[src/rtl/sport_irq_pkg.sv]
package sport_irq_pkg;
  localparam int unsigned ST_W    = 4;
  localparam int unsigned IDX_OVR = 0;
  localparam int unsigned IDX_TMO = 1;
  localparam int unsigned IDX_RXL = 2;
  localparam int unsigned IDX_TXL = 3;

  typedef enum logic {
    SEL_MASK  = 1'b0,
    SEL_CLEAR = 1'b1
  } wr_sel_e;
endpackage

[src/rtl/sport_tmo_timer.sv]
module sport_tmo_timer #(
  parameter int unsigned PRE_W  = 8,
  parameter int unsigned RATE_W = 8,
  parameter int unsigned BITS   = 32
) (
  input  logic              clk,
  input  logic              rst_n,
  input  logic              restart,
  input  logic [PRE_W-1:0]  prescale,
  input  logic [RATE_W-1:0] rate,
  output logic              expire
);
  localparam int unsigned PER_W = PRE_W + RATE_W + 1;
  localparam int unsigned BIT_W = $clog2(BITS + 1);
  localparam logic [BIT_W-1:0] BIT_LAST = BIT_W'(BITS - 1);
  localparam logic [BIT_W-1:0] BIT_DONE = BIT_W'(BITS);

  logic [PER_W-1:0] per_c, per_lim;
  logic [PER_W-1:0] pcnt_q, pcnt_d;
  logic [BIT_W-1:0] bcnt_q, bcnt_d;
  logic             tick, done, cnt_en;

  always_comb begin
    per_c   = PER_W'(prescale) * (PER_W'(rate) + PER_W'(1));
    per_lim = (per_c == '0) ? '0 : per_c - PER_W'(1);
    tick    = (pcnt_q >= per_lim);
    done    = (bcnt_q == BIT_DONE);
    cnt_en  = restart | ~done;
    expire  = ~restart & ~done & tick & (bcnt_q == BIT_LAST);
  end

  always_comb begin
    pcnt_d = pcnt_q;
    bcnt_d = bcnt_q;
    if (restart) begin
      pcnt_d = '0;
      bcnt_d = '0;
    end else if (tick) begin
      pcnt_d = '0;
      bcnt_d = bcnt_q + BIT_W'(1);
    end else begin
      pcnt_d = pcnt_q + PER_W'(1);
    end
  end

  always_ff @(posedge clk or negedge rst_n) begin
    if (!rst_n) begin
      pcnt_q <= '0;
      bcnt_q <= '0;
    end else if (cnt_en) begin
      pcnt_q <= pcnt_d;
      bcnt_q <= bcnt_d;
    end
  end
endmodule

[src/rtl/sport_sticky_flag.sv]
module sport_sticky_flag (
  input  logic clk,
  input  logic rst_n,
  input  logic set,
  input  logic clr,
  output logic q
);
  logic q_d, upd;

  always_comb begin
    upd = set | clr;
    q_d = set;
  end

  always_ff @(posedge clk or negedge rst_n) begin
    if (!rst_n)   q <= 1'b0;
    else if (upd) q <= q_d;
  end
endmodule

[src/rtl/sport_level_cmp.sv]
module sport_level_cmp #(
  parameter int unsigned DEPTH = 8,
  parameter int unsigned CNT_W = $clog2(DEPTH + 1)
) (
  input  logic [CNT_W-1:0] tx_level,
  input  logic [CNT_W-1:0] rx_level,
  output logic             rx_half,
  output logic             tx_half
);
  localparam logic [CNT_W-1:0] HALF = CNT_W'(DEPTH / 2);

  always_comb begin
    rx_half = (rx_level >= HALF);
    tx_half = (tx_level <= HALF);
  end
endmodule

[src/rtl/sport_irq_ctrl.sv]
module sport_irq_ctrl
  import sport_irq_pkg::*;
#(
  parameter int unsigned DEPTH    = 8,
  parameter int unsigned CNT_W    = $clog2(DEPTH + 1),
  parameter int unsigned PRE_W    = 8,
  parameter int unsigned RATE_W   = 8,
  parameter int unsigned TMO_BITS = 32
) (
  input  logic              clk,
  input  logic              rst_n,
  input  logic [CNT_W-1:0]  tx_level,
  input  logic [CNT_W-1:0]  rx_level,
  input  logic              rx_frame_done,
  input  logic              rx_pop,
  input  logic [PRE_W-1:0]  prescale,
  input  logic [RATE_W-1:0] rate,
  input  logic              wr_en,
  input  logic              wr_sel,
  input  logic [ST_W-1:0]   wr_data,
  output logic [ST_W-1:0]   raw_status,
  output logic [ST_W-1:0]   masked_status,
  output logic              irq
);
  localparam logic [CNT_W-1:0] FULL = CNT_W'(DEPTH);

  logic [ST_W-1:0] mask_q;
  logic            mask_we, clr_we;
  logic            tmo_restart, tmo_expire, ovr_set;
  logic [1:0]      flag_set, flag_clr, flag_q;
  logic            rx_half, tx_half, irq_d;

  always_comb begin
    mask_we     = wr_en & (wr_sel == SEL_MASK);
    clr_we      = wr_en & (wr_sel == SEL_CLEAR);
    tmo_restart = rx_pop | (rx_level == '0);
    ovr_set     = rx_frame_done & (rx_level == FULL);
    flag_set    = {tmo_expire, ovr_set};
    flag_clr    = {clr_we & wr_data[IDX_TMO], clr_we & wr_data[IDX_OVR]};
  end

  sport_tmo_timer #(
    .PRE_W (PRE_W),
    .RATE_W(RATE_W),
    .BITS  (TMO_BITS)
  ) i_tmo (
    .clk     (clk),
    .rst_n   (rst_n),
    .restart (tmo_restart),
    .prescale(prescale),
    .rate    (rate),
    .expire  (tmo_expire)
  );

  for (genvar g = 0; g < 2; g++) begin : g_flag
    sport_sticky_flag i_flag (
      .clk  (clk),
      .rst_n(rst_n),
      .set  (flag_set[g]),
      .clr  (flag_clr[g]),
      .q    (flag_q[g])
    );
  end

  sport_level_cmp #(
    .DEPTH(DEPTH),
    .CNT_W(CNT_W)
  ) i_lvl (
    .tx_level(tx_level),
    .rx_level(rx_level),
    .rx_half (rx_half),
    .tx_half (tx_half)
  );

  always_comb begin
    raw_status          = '0;
    raw_status[IDX_OVR] = flag_q[0];
    raw_status[IDX_TMO] = flag_q[1];
    raw_status[IDX_RXL] = rx_half;
    raw_status[IDX_TXL] = tx_half;
    masked_status       = raw_status & mask_q;
    irq_d               = |masked_status;
  end

  always_ff @(posedge clk or negedge rst_n) begin
    if (!rst_n)       mask_q <= '0;
    else if (mask_we) mask_q <= wr_data;
  end

  always_ff @(posedge clk or negedge rst_n) begin
    if (!rst_n) irq <= 1'b0;
    else        irq <= irq_d;
  end
endmodule

[config.mk]
export PLATFORM = sky130hd
export DESIGN_NAME = sport_irq_ctrl
export DESIGN_NICKNAME = d
export VERILOG_FILES = /design/src/rtl/sport_irq_pkg.sv /design/src/rtl/sport_tmo_timer.sv /design/src/rtl/sport_sticky_flag.sv /design/src/rtl/sport_level_cmp.sv /design/src/rtl/sport_irq_ctrl.sv
export SDC_FILE = /design/constraint.sdc
export NUM_CORES = 1
export LEC_CHECK = 0
export BUFFER_PORTS_ARGS = -buffer_cell sky130_fd_sc_hd__buf_2
export CAP_MARGIN = 20
export CORE_MARGIN = 10
export CORE_UTILIZATION = 56
export CTS_CLUSTER_SIZE = 40
export DETAILED_ROUTE_END_ITERATION = 8
export PLACE_DENSITY = 0.77
export SLEW_MARGIN = 0
export SYNTH_ARGS = -nofsm -noshare
export SYNTH_HDL_FRONTEND = slang
export SYNTH_SLANG_ARGS = --single-unit
[constraint.sdc]
create_clock -name clk -period 2.9 [get_ports clk]
set_input_delay 0.145 -clock clk [delete_from_list [all_inputs] [get_ports clk]]
set_output_delay 0.145 -clock clk [all_outputs]
set_load 0.03 [all_outputs]
* Word level (Yosys, flattened, before mapping)
Cells that the tools add are included. W data, S select, Z words.
Cells by class: $add $sub $neg 4, multipliers 1, magnitude comparators 3, eq/ne operators 3, mux-type cells 5, bitwise operators 16, reductions and logical operators 5
Operators by type and width (number):
- $mux W17 | 3
- $add A17 B1 Y17 const B | 1
- $ge A17 B17 Y1 | 1
- $logic_not A17 Y1 | 1
- $mul A8 B17 Y17 | 1
- $sub A17 B1 Y17 const B | 1
- $mux W6 | 2
- $add A8 B1 Y9 const B | 1
- $and A1 B1 Y1 | 8
- $add A6 B1 Y6 const B | 1
- $eq A6 B5 Y1 const B | 1
- $eq A6 B6 Y1 const B | 1
- $and A4 B4 Y4 | 1
- $eq A4 B4 Y1 const B | 1
- $ge A4 B3 Y1 const B | 1
- $le A4 B3 Y1 const B | 1
- $logic_not A4 Y1 | 1
- $or A1 B1 Y1 | 4
- $reduce_or A4 Y1 | 1
- $not A1 Y1 | 3
- $reduce_and A2 Y1 | 1
- $reduce_bool A2 Y1 | 1
Word-level totals: register bits after elaboration 30, input bits 34, word-level logic and storage cells 43

* Depth between registers and ports, before layout
Gate-level depths: netlist of run 1.
depth in word-level cells 8, gate-level depth with buffers 32

* Modules after synthesis
From an unflattened synthesis of run 1, not the netlist that was laid out.
Second synthesis, totals: cells, all modules 562, area, all modules 4892.2 µm²
Modules (own cells, without submodules):
- sport_tmo_timer | times used 1, cells an instance 530, area an instance 4535.6 µm², sequential area each 575.6 µm²
- sport_irq_ctrl | times used 1, cells an instance 23, area an instance 266.5 µm², sequential area each 125.1 µm²
- sport_sticky_flag | times used 2, cells an instance 3, area an instance 36.3 µm², sequential area each 25.0 µm²
- sport_level_cmp | times used 1, cells an instance 3, area an instance 17.5 µm², sequential area each 0.0 µm²

* Worst setup path after synthesis of run 1
OpenSTA, ideal clock, no wires.
kind input -> register, from input port rate[0], to register i_tmo.pcnt_q[10], data arrival time 7.496 ns, data required time 2.827 ns, setup slack -4.669 ns, stages on the path 30, path through ha_1 > nand3_1 > xor2_1 > nand2b_1 > fa_1 > fa_1 > inv_1 > fa_1 > inv_1 > fa_1 > inv_1 > ha_1 > a21o_1 > a221oi_2 > xnor2_1 > nor4_4 > nand4_2 > or4_1 > buf_6 > buf_12 > nand2_2 > ha_1 > and4_1 > a31o_2 > a221o_1 > a221o_1 > o21ai_1 > o21ai_0 > clkbuf_1 > nor2_1
On the way: word-level cells in the longest chain between the ends 7, elaborated cells between the ends (all ways) 8, classes of those cells 2 x add/sub; 1 x mul; 1 x order compare; 3 x mux; 1 x reduce/logical
RTL lines:
- start, declared | line sport_irq_ctrl.sv:17 | input logic [RATE_W-1:0] rate,
- $add A8 B1 Y9 * | line sport_tmo_timer.sv:24 | per_c = PER_W'(prescale) * (PER_W'(rate) + PER_W'(1));
- $mul A8 B17 Y17 * | line sport_tmo_timer.sv:24
- $sub A17 B1 Y17 / $logic_not A17 Y1 (equally long branches) | line sport_tmo_timer.sv:25 | per_lim = (per_c == '0) ? '0 : per_c - PER_W'(1);
- $mux W17 * | line sport_tmo_timer.sv:25
- $ge A17 B17 Y1 * | line sport_tmo_timer.sv:26 | tick = (pcnt_q >= per_lim);
- $mux W17 * | line sport_tmo_timer.sv:38 | end else if (tick) begin
- $mux W17 * | line sport_tmo_timer.sv:35 | if (restart) begin
- end signal, assigned | line sport_tmo_timer.sv:51 | pcnt_q <= pcnt_d;
- end, declared | line sport_tmo_timer.sv:19 | logic [PER_W-1:0] pcnt_q, pcnt_d;
Mark *: on every way between the ends. The rest lies on a longest branch, timed or not. A chain may end at the register's enable or synchronous reset.

* Worst setup path after layout of run 1
from input port rate[0], to register i_tmo.bcnt_q[2]
On the way: word-level cells in the longest chain between the ends 7, elaborated cells between the ends (all ways) 8, classes of those cells 2 x add/sub; 1 x mul; 1 x order compare; 1 x mux; 3 x reduce/logical
RTL lines:
- $add A8 B1 Y9 * | line sport_tmo_timer.sv:24
- $mul A8 B17 Y17 * | line sport_tmo_timer.sv:24
- $sub A17 B1 Y17 / $logic_not A17 Y1 (equally long branches) | line sport_tmo_timer.sv:25
- $mux W17 * | line sport_tmo_timer.sv:25
- $ge A17 B17 Y1 * | line sport_tmo_timer.sv:26
- $reduce_bool A2 Y1 (no line) *
- $reduce_and A2 Y1 (no line) *
- end signal, assigned | line sport_tmo_timer.sv:52 | bcnt_q <= bcnt_d;
- end, declared | line sport_tmo_timer.sv:20 | logic [BIT_W-1:0] bcnt_q, bcnt_d;
Marked as above.

==> results.toml, run 1 <==
[drt]
wl_met2_um = 6997
post_drt_wl_per_cell_um = 15.48
firstDrtPassIters = 4
drc = 0
highest_layer = "met4"
first_iter_violations = 172
ant_nets = 0
met1_length_um = 4768
vias = 4514
viasPerCell = 5.532
wl_met3_um = 416
drt-total-wl_um = 12630

[power_and_ir_drop]
power_density_nw_per_um2 = 858.1
ir_drop_mv = 0.6181
leakagePower_uw = 0.003298

[cells_and_area]
final_cell_mix = "buf_4, inv_1, ha_1, fa_1, nor2b_1"
drive_gt1_frac = 0.3418
syn2layout_area_growth_pct = 36.35
nNetsFinal = 842
num_antenna_cells = 0
final_common_cell = "buf_4"
fillers = 563

[synth]
synth.area.top_cells = "fa_1, dfrtp_1, ha_1, nor2b_1, inv_1"
synth_top_area_share = 0.1721
seq_area_frac_synth = 0.1537
ys_ff_latch = 30
synthFlopType = "dfrtp_1"
syn_nets = 689
yosysTopAreaCell = "fa_1"
synth_edf_count = 0
syn_area_um2 = 4885
syn_inst = 554
yosysWarnings = 0
synth_cell_types = 62
ys_async_sr_fraction = 1.000
syn_area_per_cell_um2 = 8.817

[sta]
slew_violations = 0
hold-worst-slack_ps = 55.27
tightestPinTransition_ps = 707.4
report.final.hold_viol_count = 0
fin_crit_ps = 6851
final.setup.worst_slack_ps = -3951
rsz0062_at_grt = "true"
fmax_ghz = 0.1460
worst_clock_skew_ps = 3.704
post-route-period-util = 2.362
finalSetupViolations = 24
slew_headroom = 0.5284

[setup_path]
regToRegEndpoint = "i_tmo.bcnt_q[2]"
worst_setup_path_start_kind = "primary input"
end_kind = "flop"
worstSetupPathType = "primary input to flop"
rr_worst_depth = 11
crit_required_ps = 3060
r2r-start = "i_tmo.pcnt_q[2]"
max_stage_delay_ps = 540
crit_fanout = 5
path_common_cell = "fa_1"
r2r_slack_ps = 270
crit_start = "rate[0]"
cpMaxStageDelayCell = "fa_1"
cp-endpoint = "i_tmo.bcnt_q[2]"
cp.arrival_ps = 7010

[clock_tree]
cts_tree = "built"
clkSinkCount = 30
root_buffer = "clkbuf_8"
ctsLongestPathBuffers = 2
path_clk_slew_ps = 70
clk_latency_ps = 290
htree_levels = 2
cts-buffers-inserted = 5

[floorplan]
die_x_um = 113.4
core_um2 = 8593
ios = 43
die_h_um = 113.4
die_area_um2 = 12860
initial_core_util = 0.5684
rows = 34

[run_status]
violations = "negative setup slack"
outcome = "finished, violations left"

[place]
preCtsSetupSlack_ps = -4439
gp_congestion = 0.8387
dp_hpwl_um = 9476
port_buffers = 42

[global_route]
grt-ovfl-total = 0
grt_max_degree = 31
grtUsageTotal = 0.1993
grt_pass1_vias = 4981
grt_pass1_wl_um = 21840
antenna_found_initial = 0

[flow_run]
maxCapViolCount = 0

[worst_hold_path]
hp-class = "primary input to flop"
-- flip-flops by register name, summed over array words and instances (netlist names) --
| register | flops |
|---|---|
| g_flag.i_flag.q | 2 |
| irq | 1 |
| i_tmo.bcnt_q | 6 |
| i_tmo.pcnt_q | 17 |
| mask_q | 4 |
-- power by group --
| group | internal [µW] | switching (µW) | total (µW) | leakage [µW] |
|---|---|---|---|---|
| clock | 253 | 172 | 424 | 0.0000579 |
| sequential | 435 | 11.1 | 446 | 0.000405 |
| combinational | 2490 | 2350 | 4840 | 0.00283 |
| total | 3180 | 2540 | 5720 | 0.00330 |
-- synth_stat cells (all sizes together) (11+ instances only) --
master / instances
nor2b: 44
a21oi: 18
o21ai: 18
ha: 59
nand2: 35
xnor2: 20
nor2: 32
inv: 64
nand2b: 11
xor2: 22
dfrtp: 30
and3: 13
fa: 42
and2: 28
a21o: 11
nand3: 25
-- logic make-up after synthesis --
logic type,after synthesis,synth area share
DFF,30,0.1537
muxes,5,0.01127
AOI/OAI and AO/OA,85,0.1237
and+or+nand+nor,213,0.2446
xor gates and xnor gates,42,0.07531
buffers and inverters,78,0.06814
adders and majority gates,101,0.3233
-- layout make-up --
| cell class | instances | area, µm² | share of cell area |
|---|---|---|---|
| Tap cell | 108 | 135.1 | 0.02029 |
| Inverter | 64 | 240.2 | 0.03607 |
| Clock inverter | 3 | 40.04 | 0.006012 |
| Timing Repair Buffer | 159 | 1171 | 0.1758 |
| Sequential cell | 30 | 750.7 | 0.1127 |
| Clock buffer | 5 | 68.82 | 0.01033 |
| Multi-Input combinational cell | 447 | 4254 | 0.6387 |
-- worst max-delay path: cells and delay by family --
family | cells | cell delay, ps
AOI/OAI and AO/OA | 8 | 1670
buffers and inverters | 9 | 940
adders and majority gates | 7 | 2580
xor gates and xnor gates | 1 | 230
and+or+nand+nor | 8 | 1410
-- stage by stage --
| stage | setup TNS (ps) | instances | power, µW | area (µm²) | util |
|---|---|---|---|---|---|
| 3_5_place_dp | -105150 | 780 | 4598 | 6058 | 0.7050 |
| 4_1_cts | -91840 | 813 | 5407 | 6565 | 0.7640 |
| 3_3_place_gp | -99960 | 780 | 4452 | 6058 | 0.7050 |
| 5_1_grt | -99090 | 816 | 6263 | 6660 | 0.7750 |
| 6_report | -93060 | 816 | 5715 | 6660 | 0.7750 |
| 2_1_floorplan | -96550 | 554 | 3137 | 5145 | - |
-- worst min path at each step --
stage,startpoint,end,cells after the start
after floorplan,rst_n,g_flag[0].i_flag.q,0
after global placement,rst_n,i_tmo.bcnt_q[3],1
after detailed placement,rst_n,i_tmo.bcnt_q[5],1
after CTS,rx_level[2],g_flag[0].i_flag.q,2
after global routing,rx_level[2],g_flag[0].i_flag.q,2
final,rx_level[2],g_flag[0].i_flag.q,2
-- layer usage --
metal	global-route usage	up-vias
met3	0.02467	44
met4	0.08460	0
li1	-	2186
met5	0	-
met1	0.1999	2173
met2	0.3978	111
-- repair_timing --
action / in CTS / in global routing
gates cloned: 3 / 0
hold buffers: 1 / 0
hold endpoints to repair: 30 / 0
setup endpoints to repair: 24 / 24
gates resized for setup: 36 / 21
pin swaps: 14 / 19
setup buffers: 22 / 4
No activity file was read; power rests on OpenSTA's default activity.
==> run 2, diff against run 1 <==
- CORE_UTILIZATION: 56 -> 49
- PLACE_DENSITY: 0.77 -> 0.68
==> run 2 against run 1 <==
The run still ends with negative setup slack left; hold slack better by 11 ps; critical path depth down 3; sequential share of layout area down 0.25 points; via count down 0.35%; critical path type unchanged; largest power group unchanged.
==> results.toml, run 2 (synthesis results as in run 1) <==
[global_route]
antenna_found_initial = 0
grtUsageTotal = 0.1768
grt-ovfl-total = 0
grt_pass1_vias = 4853
grt_max_degree = 31
grt_pass1_wl_um = 21800

[floorplan]
rows = 36
die_h_um = 119.8
die_x_um = 119.8
core_um2 = 9729
initial_core_util = 0.5021
die_area_um2 = 14360
ios = 43

[cells_and_area]
regMostFlops = "i_tmo.pcnt_q"
nNetsFinal = 844
final_common_cell = "buf_4"
largest_register_ffs = 17
instances_no_fill = 843
num_antenna_cells = 0
drive_gt1_frac = 0.3690
final_cell_mix = "buf_4, inv_1, ha_1, fa_1"
syn2layout_area_growth_pct = 39.47
top_regs = "i_tmo.pcnt_q: 17 flops, i_tmo.bcnt_q: 6 flops, mask_q: 4 flops"
fillers = 795
post-route-util = 0.7002

[setup_path]
crit_required_ps = 3120
regToRegEndpoint = "i_tmo.pcnt_q[2]"
cp.arrival_ps = 7090
worst_setup_path_start_kind = "primary input"
rr_worst_depth = 9
crit_fanout = 8
cpMaxStageDelayCell = "or4_4"
max_stage_delay_ps = 570
worstSetupPathType = "primary input to flop"
r2r-start = "i_tmo.pcnt_q[4]"
path_common_cell = "fa_1"
end_kind = "flop"
r2r_slack_ps = 300

[clock_tree]
cts-buffers-inserted = 5
root_buffer = "clkbuf_8"
cts_tree = "built"
path_clk_slew_ps = 80
ctsLongestPathBuffers = 2
clk_latency_ps = 300
clkSinkCount = 30
htree_levels = 2

[power_and_ir_drop]
leakagePower_uw = 0.003309
power_density_nw_per_um2 = 834.5
ir_drop_mv = 0.6325
total_power_uw = 5685

[run_status]
violations = "negative setup slack"
outcome = "finished, violations left"

[drt]
drt-total-wl_um = 12540
ant_nets = 0
first_iter_violations = 267
post_drt_wl_per_cell_um = 14.88
drc = 0
firstDrtPassIters = 5
vias = 4498
viasPerCell = 5.336

[place]
dp.cells = 810
port_buffers = 42
dp_hpwl_um = 9917
gp_congestion = 0.8406
preCtsSetupSlack_ps = -4531

[sta]
final.setup.worst_slack_ps = -3971
fin_crit_ps = 6871
rsz0062_at_grt = "true"
tightestPinTransition_ps = 708.5
post-route-period-util = 2.369
report.final.hold_viol_count = 0
fmax_ghz = 0.1455
slew_headroom = 0.5277
slew_violations = 0
finalSetupViolations = 24
worst_clock_skew_ps = 10.74

[worst_hold_path]
holdPathEnd = "g_flag[0].i_flag.q"
min_from = "rx_level[2]"
hp-class = "primary input to flop"
hold_depth = 2

[flow_run]
maxCapViolCount = 0
run 2: worst max path at each step:
stage                       start          endpoint  slack, ps  cells past startpoint
after floorplan           rate[1]   i_tmo.bcnt_q[0]      -4080                     31
after global placement    rate[1]  i_tmo.pcnt_q[11]      -4350                     30
after detailed placement  rate[1]   i_tmo.pcnt_q[7]      -4530                     29
after CTS                 rate[0]   i_tmo.pcnt_q[2]      -3940                     31
after global routing      rate[1]   i_tmo.pcnt_q[0]      -4270                     31
final                     rate[1]   i_tmo.pcnt_q[2]      -3970                     30
run 2: what timing repair did:
action | in CTS | in global routing
pin swaps | 53 | 35
resized for setup | 51 | 31
cloned | 3 | 0
setup buffers | 17 | 6
endpoints found under the setup margin | 24 | 24
endpoints found under the hold margin | 30 | 0
hold buffers | 1 | 0
run 2: through the flow:
step	hold slack, ps	area [µm²]	TNS, ps
6_report	66.70	6813	-94120
5_1_grt	91.64	6813	-101220
4_1_cts	60.63	6688	-92510
3_5_place_dp	209.5	6152	-107340
3_3_place_gp	206.4	6152	-103420
2_1_floorplan	-150.6	5145	-96550
run 2: cell type report:
type	instances	area (µm²)	area share
Clock buffer	6	82.58	0.01212
Clock inverter	2	12.51	0.001837
Inverter	64	240.2	0.03526
Multi-Input combinational cell	447	4350	0.6386
Sequential cell	30	750.7	0.1102
Tap cell	133	166.4	0.02443
Timing Repair Buffer	161	1210	0.1776
run 2: power breakdown:
group | switching (µW) | total (µW) | internal (µW)
sequential | 13.3 | 448 | 435
clock | 175 | 366 | 191
combinational | 2340 | 4870 | 2530
total | 2530 | 5690 | 3160
run 2: layer usage:
metal | part of all wire | global-route usage
met2 | 0.52 | 0.3305
met1 | 0.43 | 0.2114
met4 | 0.017 | 0.04072
met5 | 0 | 0
met3 | 0.025 | 0.01875
run 2: critical path, delay by kind of cell:
kind | cells | cell delay [ps]
AND/OR/NAND/NOR | 9 | 1810
XOR/XNOR | 2 | 340
buffers and inverters | 6 | 550
AO/OA/AOI/OAI | 7 | 1800
adder cells (fa/ha/maj) | 6 | 2420
